File: config.mk
export PLATFORM = sky130hd
export DESIGN_NAME = ecat_shift_add_tree
export DESIGN_NICKNAME = d
export VERILOG_FILES = /design/src/rtl/ecat_pkg.sv /design/src/rtl/ecat_major_count.sv /design/src/rtl/ecat_bias.sv /design/src/rtl/ecat_adder_tree.sv /design/src/rtl/ecat_shift_add_tree.sv
export SDC_FILE = /design/constraint.sdc
export NUM_CORES = 1
export LEC_CHECK = 0
export BUFFER_PORTS_ARGS = -buffer_cell sky130_fd_sc_hd__buf_2
export CORE_MARGIN = 2
export CORE_UTILIZATION = 30
export CTS_BUF_LIST = sky130_fd_sc_hd__clkbuf_16
export CTS_CLUSTER_SIZE = 16
export DETAILED_ROUTE_END_ITERATION = 7
export GPL_ROUTABILITY_DRIVEN = 0
export PLACE_DENSITY_LB_ADDON = 0.15
export RECOVER_POWER = 50
export SLEW_MARGIN = 15
export SYNTH_ARGS = -nofsm -noshare
export SYNTH_HDL_FRONTEND = slang
export SYNTH_SLANG_ARGS = --single-unit
File: constraint.sdc
create_clock -name clk -period 13.64 [get_ports clk]
set_input_delay 2.728 -clock clk [delete_from_list [all_inputs] [get_ports clk]]
set_output_delay 2.728 -clock clk [all_outputs]
set_load 0.01 [all_outputs]
File: src/rtl/ecat_pkg.sv
// Package: shared types for the error-compensated shift-add tree.
// Assumes nothing beyond IEEE 1800-2017.
package ecat_pkg;

    // Selects how the truncation part is handled.
    typedef enum logic {
        TRUNC_COMPENSATED = 1'b0,
        TRUNC_DIRECT      = 1'b1
    } trunc_mode_e;

endpackage

File: src/rtl/ecat_major_count.sv
// ecat_major_count: counts the ones in the truncation column adjacent to
// the main part, i.e. bit (j-1) of word j for j = 1..Q-1.
// Assumes Q >= 2 and P >= Q; CW is wide enough to hold Q-1.
module ecat_major_count #(
    parameter int P  = 12,
    parameter int Q  = 6,
    parameter int CW = 3
) (
    input  logic [P*Q-1:0] words,
    output logic [CW-1:0]  count
);

    // Bits outside the major column are intentionally not used here.
    logic unused_other_bits;
    assign unused_other_bits = ^words;

    // Population count over the major column.
    always_comb begin
        count = '0;
        for (int j = 1; j < Q; j++) begin
            count = count + CW'(words[j*P + j - 1]);
        end
    end

endmodule

File: src/rtl/ecat_bias.sv
// ecat_bias: turns the major-column count into the integer bias that
// replaces the truncation part. The constant share stands for the
// expected value of the lower columns, each bit taken as 1 half the time.
// Assumes Q >= 2; the bias never exceeds Q-1, so CW bits are enough.
module ecat_bias
    import ecat_pkg::*;
#(
    parameter int          Q    = 6,
    parameter int          CW   = 3,
    parameter trunc_mode_e MODE = TRUNC_COMPENSATED
) (
    input  logic [CW-1:0] count,
    output logic [CW-1:0] sigma
);

    localparam int K = Q / 4;

    if (MODE == TRUNC_DIRECT) begin : g_direct
        // Direct truncation: no bias at all.
        logic unused_count;
        assign unused_count = ^count;
        assign sigma = '0;
    end else if (Q < 4) begin : g_small
        // Few words: round the half-weighted major column.
        always_comb sigma = CW'((int'(count) + 1) >> 1);
    end else if ((Q % 4) < 2) begin : g_low
        // Q = 4k or 4k+1: (k-1) + round(n/2 + 1/2).
        always_comb sigma = CW'(K + (int'(count) >> 1));
    end else begin : g_high
        // Q = 4k+2 or 4k+3: k + round(n/2).
        always_comb sigma = CW'(K + ((int'(count) + 1) >> 1));
    end

endmodule

File: src/rtl/ecat_adder_tree.sv
// ecat_adder_tree: balanced binary tree summing N operands of W bits in
// one combinational step. Leaves are padded to a power of two with zeros.
// Assumes the caller sized W so that the sum cannot overflow.
module ecat_adder_tree #(
    parameter int N = 7,
    parameter int W = 13
) (
    input  logic [N*W-1:0] operands,
    output logic [W-1:0]   sum
);

    localparam int LEVELS = (N > 1) ? $clog2(N) : 0;
    localparam int LEAVES = 1 << LEVELS;

    for (genvar l = 0; l <= LEVELS; l++) begin : g_lvl
        localparam int CNT = LEAVES >> l;
        logic [W-1:0] vals [CNT];
        if (l == 0) begin : g_leaf
            // Leaf level: operands, zero padding above N.
            for (genvar i = 0; i < CNT; i++) begin : g_in
                if (i < N) begin : g_real
                    assign vals[i] = operands[i*W +: W];
                end else begin : g_pad
                    assign vals[i] = '0;
                end
            end
        end else begin : g_node
            // Inner level: pairwise sums of the level below.
            for (genvar i = 0; i < CNT; i++) begin : g_add
                assign vals[i] = g_lvl[l-1].vals[2*i] + g_lvl[l-1].vals[2*i+1];
            end
        end
    end

    assign sum = g_lvl[LEVELS].vals[0];

endmodule

File: src/rtl/ecat_shift_add_tree.sv
// ecat_shift_add_tree: parallel shift-add of Q P-bit words with an
// error-compensating bias in place of the truncated low columns.
// Word j is shifted right by j; the result keeps LSB weight of word 0
// and has one extra MSB for the carry. Assumes 2 <= Q <= P and P+Q < 63.
module ecat_shift_add_tree
    import ecat_pkg::*;
#(
    parameter int          P    = 12,
    parameter int          Q    = 6,
    parameter trunc_mode_e MODE = TRUNC_COMPENSATED,
    parameter bit          PIPE = 1'b1
) (
    input  logic           clk,
    input  logic           rst_n,
    input  logic           in_valid,
    input  logic [P*Q-1:0] in_words,
    output logic           out_valid,
    output logic [P:0]     out_sum
);

    localparam int OW   = P + 1;
    localparam int CW   = $clog2(Q + 1);
    localparam int NOPS = Q + 1;

    logic [CW-1:0]      major_cnt;
    logic [CW-1:0]      bias;
    logic [NOPS*OW-1:0] operands;
    logic [OW-1:0]      comb_sum;

    // Low truncation bits are dropped on purpose.
    logic unused_minor_bits;
    assign unused_minor_bits = ^in_words;

    ecat_major_count #(.P(P), .Q(Q), .CW(CW)) u_major (
        .words (in_words),
        .count (major_cnt)
    );

    ecat_bias #(.Q(Q), .CW(CW), .MODE(MODE)) u_bias (
        .count (major_cnt),
        .sigma (bias)
    );

    // Main-part operands: each word's columns at or above output LSB.
    for (genvar j = 0; j < Q; j++) begin : g_opnd
        assign operands[j*OW +: OW] = OW'(in_words[j*P + j +: P - j]);
    end
    assign operands[Q*OW +: OW] = OW'(bias);

    ecat_adder_tree #(.N(NOPS), .W(OW)) u_tree (
        .operands (operands),
        .sum      (comb_sum)
    );

    if (PIPE) begin : g_reg
        // Output register: capture on valid, clear on reset, hold otherwise.
        always_ff @(posedge clk) begin
            if (!rst_n) begin
                out_valid <= 1'b0;
                out_sum   <= '0;
            end else begin
                out_valid <= in_valid;
                if (in_valid) out_sum <= comb_sum;
            end
        end
    end else begin : g_comb
        // Combinational variant: the clock and reset are not needed.
        logic unused_clk_rst;
        assign unused_clk_rst = clk ^ rst_n;
        assign out_valid = in_valid;
        assign out_sum   = comb_sum;
    end

endmodule

==> qor.yml, run 1 <==
run_status:
  status: "finished, final reports clean"
yosys:
  synth_area_leaders: "fa_1 21%, ha_1 21%, dfxtp_1 11%, inv_1 7.0%, a21oi_1 4.2%"
  synth_ff_type: "dfxtp_1"
  synth_top_family_by_area: "adder cells"
  synth-seq-cells: 14
  synthCells: 283
  synth-adder-area-share_pct: 42.74
  synthSimpleGateAreaFrac_pct: 12.00
  ys_seq_area_share_pct: 11.11
  synth-edff-count: 0
  synth_cell_type_count: 40
  synth_compound_area_share_pct: 17.50
  netlist_area_um2: 2524
  synthTopCellsByCount: "47 x inv_1, 43 x ha_1, 27 x fa_1, 21 x a21oi_1, 17 x nor2_1"
  synth_xor_area_share_pct: 5.900
  avgSynthCellArea_um2: 8.918
  syn_nets: 428
  yosysTopAreaCell: "fa_1"
  synth_top_area_share_pct: 21.42
  synthArstFlopShare_pct: 0
  synthMuxAreaShare_pct: 3.173
  yosysMostFrequentCell: "inv_1"
  ys_warn_count: 0
pwr:
  leakage_nw: 1.547
  p_total_uw: 632.2
  p_per_area_nw_per_um2: 204.7
  peakVddDrop_uv: 83.85
cells_and_area:
  areaGrowthSynthToFinish_pct: 22.36
  antenna_cells: 0
  final_nets: 507
  utilization_pct: 37.77
  drive_above_1_share_pct: 20.56
sta:
  max_slew_margin_pct: 26.66
  hold_viol: 0
  tightest_slew_ns: 1.100
  min_period_over_period_pct: 58.97
  setup-tns-final_ns: 0
  finalSetupViolCount: 0
  min_period_ns: 8.043
  drv_slew: 0
  clock-skew-final_ns: 0
  rsz0062_at_grt: "no"
  max_freq_mhz: 124.3
setup_path:
  path_buf_inv: 7
  critPathMaxFanout: 3
  worstSetupStartpointType: "primary input"
  crit_required_ns: 13.75
  slowest_delay_ns: 0.54
  path_cells: "buf_2, ha_1, inv_1, fa_1, inv_1, ha_1, inv_1, fa_1, inv_1, ha_1, xnor2_1, ha_1, inv_1, fa_1, fa_1, fa_1, inv_1, ha_1, fa_1, a211oi_1, o21bai_1, o211ai_1, mux2i_1, o22ai_1"
  crit_arrival_ns: 8.16
  r2r_slack_ns: 12.91
  path_class: "primary input to register"
  end_kind: "register"
  cpLargestDelayFamily: "adder cells"
  cp_slowest_cell: "fa_1"
global_routing:
  overflow: 0
  antenna_found_initial: 0
  grt_pass1_wl_um: 8452
  grt_max_degree: 27
  grt_usage_pct: 11.45
  grt_pass1_vias: 2013
clock_network:
  numCtsBuffers: 3
  cts_hold_buf: 0
  cts.clk_slew.worst_paths_ns: 0.04
  cts_resized: 0
  clock_latency_ns: 0.23
  cts_htree_levels: 1
  clock_path_buffers: 2
  tritoncts: "yes"
  cts_sinks: 14
  cts_root_buffer: "clkbuf_16"
  postCtsSetupRepairBufs: 0
job:
  timing.max_cap.violations: 0
place:
  portBuffers: 78
  dp_hpwl_um: 4643
drt:
  dr_total_vias: 2144
  first_pass_iters: 4
  avgRoutedWirePerCell_um: 11.08
  wl_um: 5150
  drtIter0Drc: 37
  vias_per_cell: 4.611
  route.detailed.drc: 0
  ant_nets: 0
floorplan:
  die_w_um: 95.72
  core-area_um2: 8175
  start_util_pct: 30.87
  die-area_um2: 9162
  pin_count: 89
  rows: 33
  fp.dieH_um: 95.72
hold_path:
  hp-class: "register to register"
-- logic make-up (layout without fill, tap and decap cells) --
family,after synthesis,in the layout
AOI/OAI and AO/OA,65,65
xor gates and xnor gates,17,17
adders and majority gates,70,70
buffers and inverters,51,128
DFF,14,14
muxes,8,8
and+or+nand+nor,58,58
-- through the flow --
step / setup WS [ns] / cells / hold WS [ns] / instance area, um^2
after detailed placement: 5.341 / 462 / 0.4792 / 3030
after global placement: 5.354 / 462 / 0.4741 / 3030
after CTS: 5.568 / 465 / 0.4861 / 3105
after global routing: 5.227 / 465 / 0.5249 / 3088
after floorplan: 5.745 / 283 / 0.5050 / 2524
final: 5.597 / 465 / 0.4914 / 3088
-- power breakdown --
part           total, mW  switching, mW  internal (mW)
Combinational      0.518          0.280          0.239
Clock             0.0522         0.0141         0.0381
Sequential        0.0619        0.00625         0.0556
Total              0.632          0.300          0.332
-- area by class of cell --
type,instances,area [um^2]
flip-flops and latches,14,280.3
inverters,47,176.4
repair buffers,78,372.9
clock buffers,3,75.07
fillers,879,5087
multi-input cells,218,2052
well taps,105,131.4
-- worst paths after layout --
check	startpoint	endpoint	cells after the start
hold / removal	out_sum[2]	out_sum[2]	2
hold reg to reg	out_sum[2]	out_sum[2]	2
setup reg to reg	out_sum[6]	out_sum[6]	2
setup / recovery	in_words[12]	out_sum[11]	24
-- worst min-delay path, delay by kind of cell, from the launching register on --
family	cells	cell delay, ns
muxes	1	0.06
and+or+nand+nor	1	0.07
DFF	1	0.32
-- sequential cells by signal (all words and copies together), names as in the netlist --
register   count
out_sum       13
out_valid      1
-- routing by layer --
layer | global-route usage (%) | up-vias | share of wire [%]
met5 | 0 | - | 0
met4 | 1.548 | 0 | 0.85
met3 | 2.036 | 4 | 4.6
met2 | 20.16 | 43 | 48
met1 | 14.99 | 965 | 47
li1 | - | 1132 | -
-- cell usage in the layout, fill, tap and decap left out, types with 3 or more instances in the layout --
cell and count:
buf_2 64, inv_1 47, ha_1 43, fa_1 27, a21oi_1 21, nor2_1 17
clkbuf_1 14, dfxtp_1 14, xnor2_1 12, o21ai_0 10, nand2_1 9, mux2i_1 8
a21o_1 6, o21a_1 6, nor2b_1 5, o211ai_1 5, nor3_1 5, xor2_1 5
a211oi_1 4, o21bai_1 4, nand2b_1 4, nand3_1 3, nand3b_1 3, clkbuf_16 3
No activity file was read; power rests on OpenSTA's default activity.
==> run 2, diff against run 1 <==
Clock period 13.64 ns to 6.8 ns, I/O delays scaled along.
==> run 2 against run 1 <==
  * Via count rose by 1.6%
  * Sequential share of layout area down 0.066 points
  * Die area is the same
  * Cell area rose by 0.73%
  * Non-clock buffer count is 2 higher
  * Clock power up 100%
  * Critical path type unchanged
  * Critical endpoint is now out_sum[9]
  * Highest routed layer is now met3
==> qor.yml, run 2 (synthesis gave the netlist of run 1 again) <==
setup_path:
  reg2regPathDepth: 3
  crit_top_cell: "inv_1"
  critPathMaxFanout: 3
  r2r-end: "out_sum[8]"
  slowest_delay_ns: 0.54
  cp_slowest_cell: "fa_1"
  crit_arrival_ns: 6.55
  end_kind: "register"
  r2r_start: "out_sum[8]"
  worstSetupStartpointType: "primary input"
  path_cells: "buf_2, ha_1, inv_1, fa_1, inv_1, ha_1, inv_1, fa_1, inv_1, ha_1, xnor2_1, ha_1, inv_1, fa_1, fa_1, fa_1, inv_1, ha_1, fa_2, a211oi_2, o21bai_1, o21ai_1, xor2_1, a211oi_1"
  crit_required_ns: 6.86
  path_class: "primary input to register"
  r2r_slack_ns: 6.06
clock_network:
  tritoncts: "yes"
  cts_hold_buf: 0
  cts_root_buffer: "clkbuf_16"
  cts_resized: 0
  clock_latency_ns: 0.23
  cts_sinks: 14
  numCtsBuffers: 3
  postCtsSetupRepairBufs: 0
  cts_htree_levels: 1
  cts.clk_slew.worst_paths_ns: 0.04
  clock_path_buffers: 2
drt:
  route.detailed.drc: 0
  vias_per_cell: 4.664
  wl_um: 5125
  drtIter0Drc: 56
  first_pass_iters: 5
  dr_total_vias: 2178
  avgRoutedWirePerCell_um: 10.97
  ant_nets: 0
cells_and_area:
  fillers: 876
  final_nets: 509
  areaGrowthSynthToFinish_pct: 23.25
  mostFrequentLayoutCells: "64 x buf_2, 47 x inv_1, 43 x ha_1"
  utilization_pct: 38.05
  drive_above_1_share_pct: 21.55
  antenna_cells: 0
  final-seq-area_um2: 280.3
  largest_reg_flops: 13
  multi_input_area_um2: 2059
  final_area_um2: 3110
  layout_commonest_cell: "buf_2"
  largest_register: "out_sum"
  top_regs: "out_sum: 13 flops, out_valid: 1 flops"
global_routing:
  antenna_found_initial: 0
  grt_usage_pct: 11.30
  overflow: 0
  grt_max_degree: 27
  grt_pass1_vias: 2019
  grt_pass1_wl_um: 8390
pwr:
  p_per_area_nw_per_um2: 419.5
  peakVddDrop_uv: 139.4
  leakage_nw: 1.556
sta:
  min_period_over_period_pct: 95.47
  rsz0062_at_grt: "no"
  tightest_slew_ns: 1.103
  hold_viol: 0
  setup-tns-final_ns: 0
  finalSetupViolCount: 0
  max_freq_mhz: 154.0
  min_period_ns: 6.492
  clock-skew-final_ns: 0
  drv_slew: 0
  max_slew_margin_pct: 26.50
floorplan:
  rows: 33
  die_w_um: 95.72
  start_util_pct: 30.87
  fp.dieH_um: 95.72
  pin_count: 89
  die-area_um2: 9162
  core-area_um2: 8175
hold_path:
  hold_depth: 2
  min_from: "out_sum[2]"
  min_to: "out_sum[2]"
  hp-class: "register to register"
job:
  timing.max_cap.violations: 0
place:
  placed_area_um2: 3045
  portBuffers: 78
  dp_hpwl_um: 4628
run_status:
  status: "finished, final reports clean"
## run 2: how the worst max path moves through the flow
stage                              to  cells after the start    startpoint  slack (ns)
after floorplan           out_sum[11]                     23  in_words[12]        0.27
final                      out_sum[9]                     24  in_words[12]        0.31
after detailed placement   out_sum[9]                     24  in_words[12]        -0.1
after global placement    out_sum[11]                     24  in_words[12]       -0.06
after global routing       out_sum[9]                     24  in_words[12]        0.03
after CTS                  out_sum[9]                     24  in_words[12]        0.14
## run 2: area by class of cell
type	instances	share of cell area, %
Clock buffer	3	2.414
Inverter	47	5.672
Timing Repair Buffer	80	12.47
Sequential cell	14	9.010
Tap cell	105	4.224
Multi-Input combinational cell	218	66.21
## run 2: metal layers
layer	global-route usage, %	part of all wire, %	up-vias
met3	1.410	4.3	0
li1	-	-	1131
met1	14.47	46	996
met2	20.57	50	51
met4	1.905	0	0
met5	0	0	-
## run 2: per-stage QoR
step	std cells	hold slack [ns]	setup slack, ns	total power [mW]
final	467	0.4846	0.3078	1.305
after global routing	467	0.5057	0.03114	1.495
after CTS	467	0.4860	0.1407	1.327
after detailed placement	464	0.4779	-0.09791	1.209
after global placement	464	0.4739	-0.06193	1.193
after floorplan	283	0.5050	0.2732	0.9515
## run 2: worst max-delay path: cells and delay by family
family	cells	cell delay, ns
xor gates and xnor gates	2	0.32
adders and majority gates	11	3.85
buffers and inverters	7	0.43
AOI/OAI and AO/OA	4	0.58
## run 2: power by group
group / internal (mW) / switching (mW)
registers: 0.112 / 0.0131
clock network: 0.0765 / 0.0292
logic: 0.504 / 0.570
total: 0.692 / 0.613
==> run 3, diff against run 2 <==
Settings changed: SYNTH_HIERARCHICAL set to 1.
==> run 3 against run 2 <==
  * Non-clock buffer count down 2
  * Core utilization is essentially flat
  * Global-route usage fell by 2.4 points
  * Synthesized cell count up 9.9%
  * Combinational power rose by 11%
  * Via count down 5.7%
  * Register-to-register slack improved by 0.12 ns
  * Setup slack improved by 0.83 ns
  * Synthesized area increased by 12%
  * Total power rose by 8.3%
==> qor.yml, run 3 <==
clock_network:
  numCtsBuffers: 3
  postCtsSetupRepairBufs: 0
  cts_hold_buf: 0
  tritoncts: "yes"
  cts_sinks: 14
  cts_htree_levels: 1
  cts.clk_slew.worst_paths_ns: 0.04
  clock_path_buffers: 2
  clock_latency_ns: 0.23
  cts_root_buffer: "clkbuf_16"
  cts_resized: 0
yosys:
  synth-edff-count: 0
  avgSynthCellArea_um2: 9.129
  synthCells: 311
  yosysTopAreaCell: "fa_1"
  ys_seq_area_share_pct: 9.872
  synthArstFlopShare_pct: 0
  synth_top_area_share_pct: 41.60
  synth_ff_type: "dfxtp_1"
  yosysMostFrequentCell: "inv_1"
  synth-seq-cells: 14
  synth_area_leaders: "fa_1 42%, inv_1 17%, dfxtp_1 9.9%, ha_1 7.5%, xnor2_1 5.6%"
  netlist_area_um2: 2839
  synth_cell_type_count: 32
  synthTopCellsByCount: "130 x inv_1, 59 x fa_1, 18 x xnor2_1, 17 x ha_1"
  ys_warn_count: 6
floorplan:
  fp.dieH_um: 101.3
  pin_count: 89
  rows: 35
  core-area_um2: 9196
  die-area_um2: 10260
  start_util_pct: 30.87
  die_w_um: 101.3
hold_path:
  min_from: "out_sum[0]"
  hp-class: "register to register"
  min_to: "out_sum[0]"
  hold_depth: 2
drt:
  dr_total_vias: 2053
  wl_met1_um: 1811
  drtIter0Drc: 17
  vias_per_cell: 3.874
  highest_layer: "met4"
  routed-wl-met3_um: 212
  wl_um: 4423
  ant_nets: 0
  avgRoutedWirePerCell_um: 8.345
  route.detailed.drc: 0
  wl_met2_um: 2379
  first_pass_iters: 4
place:
  dp_hpwl_um: 4235
  dp_slack_ns: 0.8743
  placed_area_um2: 3446
  portBuffers: 78
sta:
  drv_slew: 0
  min_period_ns: 5.661
  finalWorstSetupSlack_ns: 1.139
  rsz0062_at_grt: "no"
  finalSetupViolCount: 0
  tightest_slew_ns: 0.9835
  setup-tns-final_ns: 0
  min_period_over_period_pct: 83.25
  hold_viol: 0
  max_slew_margin_pct: 34.43
  clock-skew-final_ns: 0
  max_freq_mhz: 176.7
setup_path:
  startpoint: "in_words[12]"
  end_kind: "register"
  r2r_start: "out_sum[4]"
  cp_slowest_cell: "fa_1"
  crit_arrival_ns: 5.83
  crit_required_ns: 6.97
  slowest_delay_ns: 0.60
  worstSetupStartpointType: "primary input"
  path_cells: "buf_2, inv_1, fa_1, inv_1, fa_1, ha_1, ha_1, xor2_1, ha_1, xnor2_1, inv_1, fa_1, inv_1, ha_1, a211oi_2, nor2_1, o41ai_2, o211ai_1, o211ai_1, xnor2_1, mux2i_1, nor2b_1"
  reg2regPathDepth: 2
  r2r-end: "out_sum[4]"
  critPathMaxFanout: 3
  path_class: "primary input to register"
  r2r_slack_ns: 6.18
global_routing:
  grt_max_degree: 15
  overflow: 0
  grt_pass1_wl_um: 7707
  antenna_found_initial: 0
  grt_usage_pct: 8.886
  grt_pass1_vias: 2000
cells_and_area:
  largest_reg_flops: 13
  fillers: 972
  multi_input_area_um2: 2148
  final_nets: 572
  mostFrequentLayoutCells: "130 x inv_1, 64 x buf_2, 59 x fa_1"
  final_area_um2: 3503
  antenna_cells: 0
  top_regs: "out_sum: 13 flops, out_valid: 1 flops"
  final-seq-area_um2: 280.3
  largest_register: "out_sum"
  drive_above_1_share_pct: 16.71
  utilization_pct: 38.10
  layout_commonest_cell: "inv_1"
  areaGrowthSynthToFinish_pct: 23.40
pwr:
  peakVddDrop_uv: 169.0
  leakage_nw: 1.949
  p_per_area_nw_per_um2: 403.3
job:
  timing.max_cap.violations: 0
run_status:
  status: "finished, final reports clean"
[run 3: power by group]
part           switching (mW)  internal, mW
clock                  0.0277        0.0764
combinational           0.631         0.555
sequential             0.0121         0.111
total                   0.671         0.742
[run 3: critical path: cells and delay by family]
kind / cells / cell delay [ns]
AOI/OAI and AO/OA: 4 / 0.92
xor gates and xnor gates: 3 / 0.42
adders and majority gates: 7 / 2.49
buffers and inverters: 5 / 0.30
muxes: 1 / 0.09
and+or+nand+nor: 2 / 0.24
[run 3: metrics by stage]
step / instances / hold slack (ns) / total power [mW]
3_5_place_dp: 527 / 0.4978 / 1.350
2_1_floorplan: 341 / 0.5383 / 1.095
6_report: 530 / 0.5106 / 1.413
3_3_place_gp: 527 / 0.4956 / 1.333
4_1_cts: 530 / 0.5115 / 1.466
5_1_grt: 530 / 0.5347 / 1.618
[run 3: cells by family (layout without fill, tap and decap cells)]
logic type	Yosys count	count (layout)	synth area share [%]
other	1	31	0.1321
and+or+nand+nor	32	32	6.258
xor gates and xnor gates	21	21	6.479
adders and majority gates	76	76	49.10
DFF	14	14	9.872
AOI/OAI and AO/OA	21	21	5.156
muxes	13	13	4.583
buffers and inverters	133	211	18.42
[run 3: layout make-up]
type	count	share of cell area [%]
multi-input cells	194	61.32
well taps	111	3.964
flip-flops and latches	14	8.000
clock buffers	3	2.143
inverters	130	13.93
repair buffers	78	10.64
[run 3: worst max path at each step]
| stage | to |
|---|---|
| finish | out_sum[12] |
| global route | out_sum[12] |
| CTS | out_sum[12] |
| detailed placement | out_sum[12] |
| global placement | out_sum[12] |
| floorplan | out_sum[12] |
[run 3: routing by layer]
layer / track usage [%] / vias up
li1: - / 1062
met1: 10.87 / 945
met2: 16.91 / 44
met3: 0.7591 / 2
met4: 1.871 / 0
met5: 0 / -
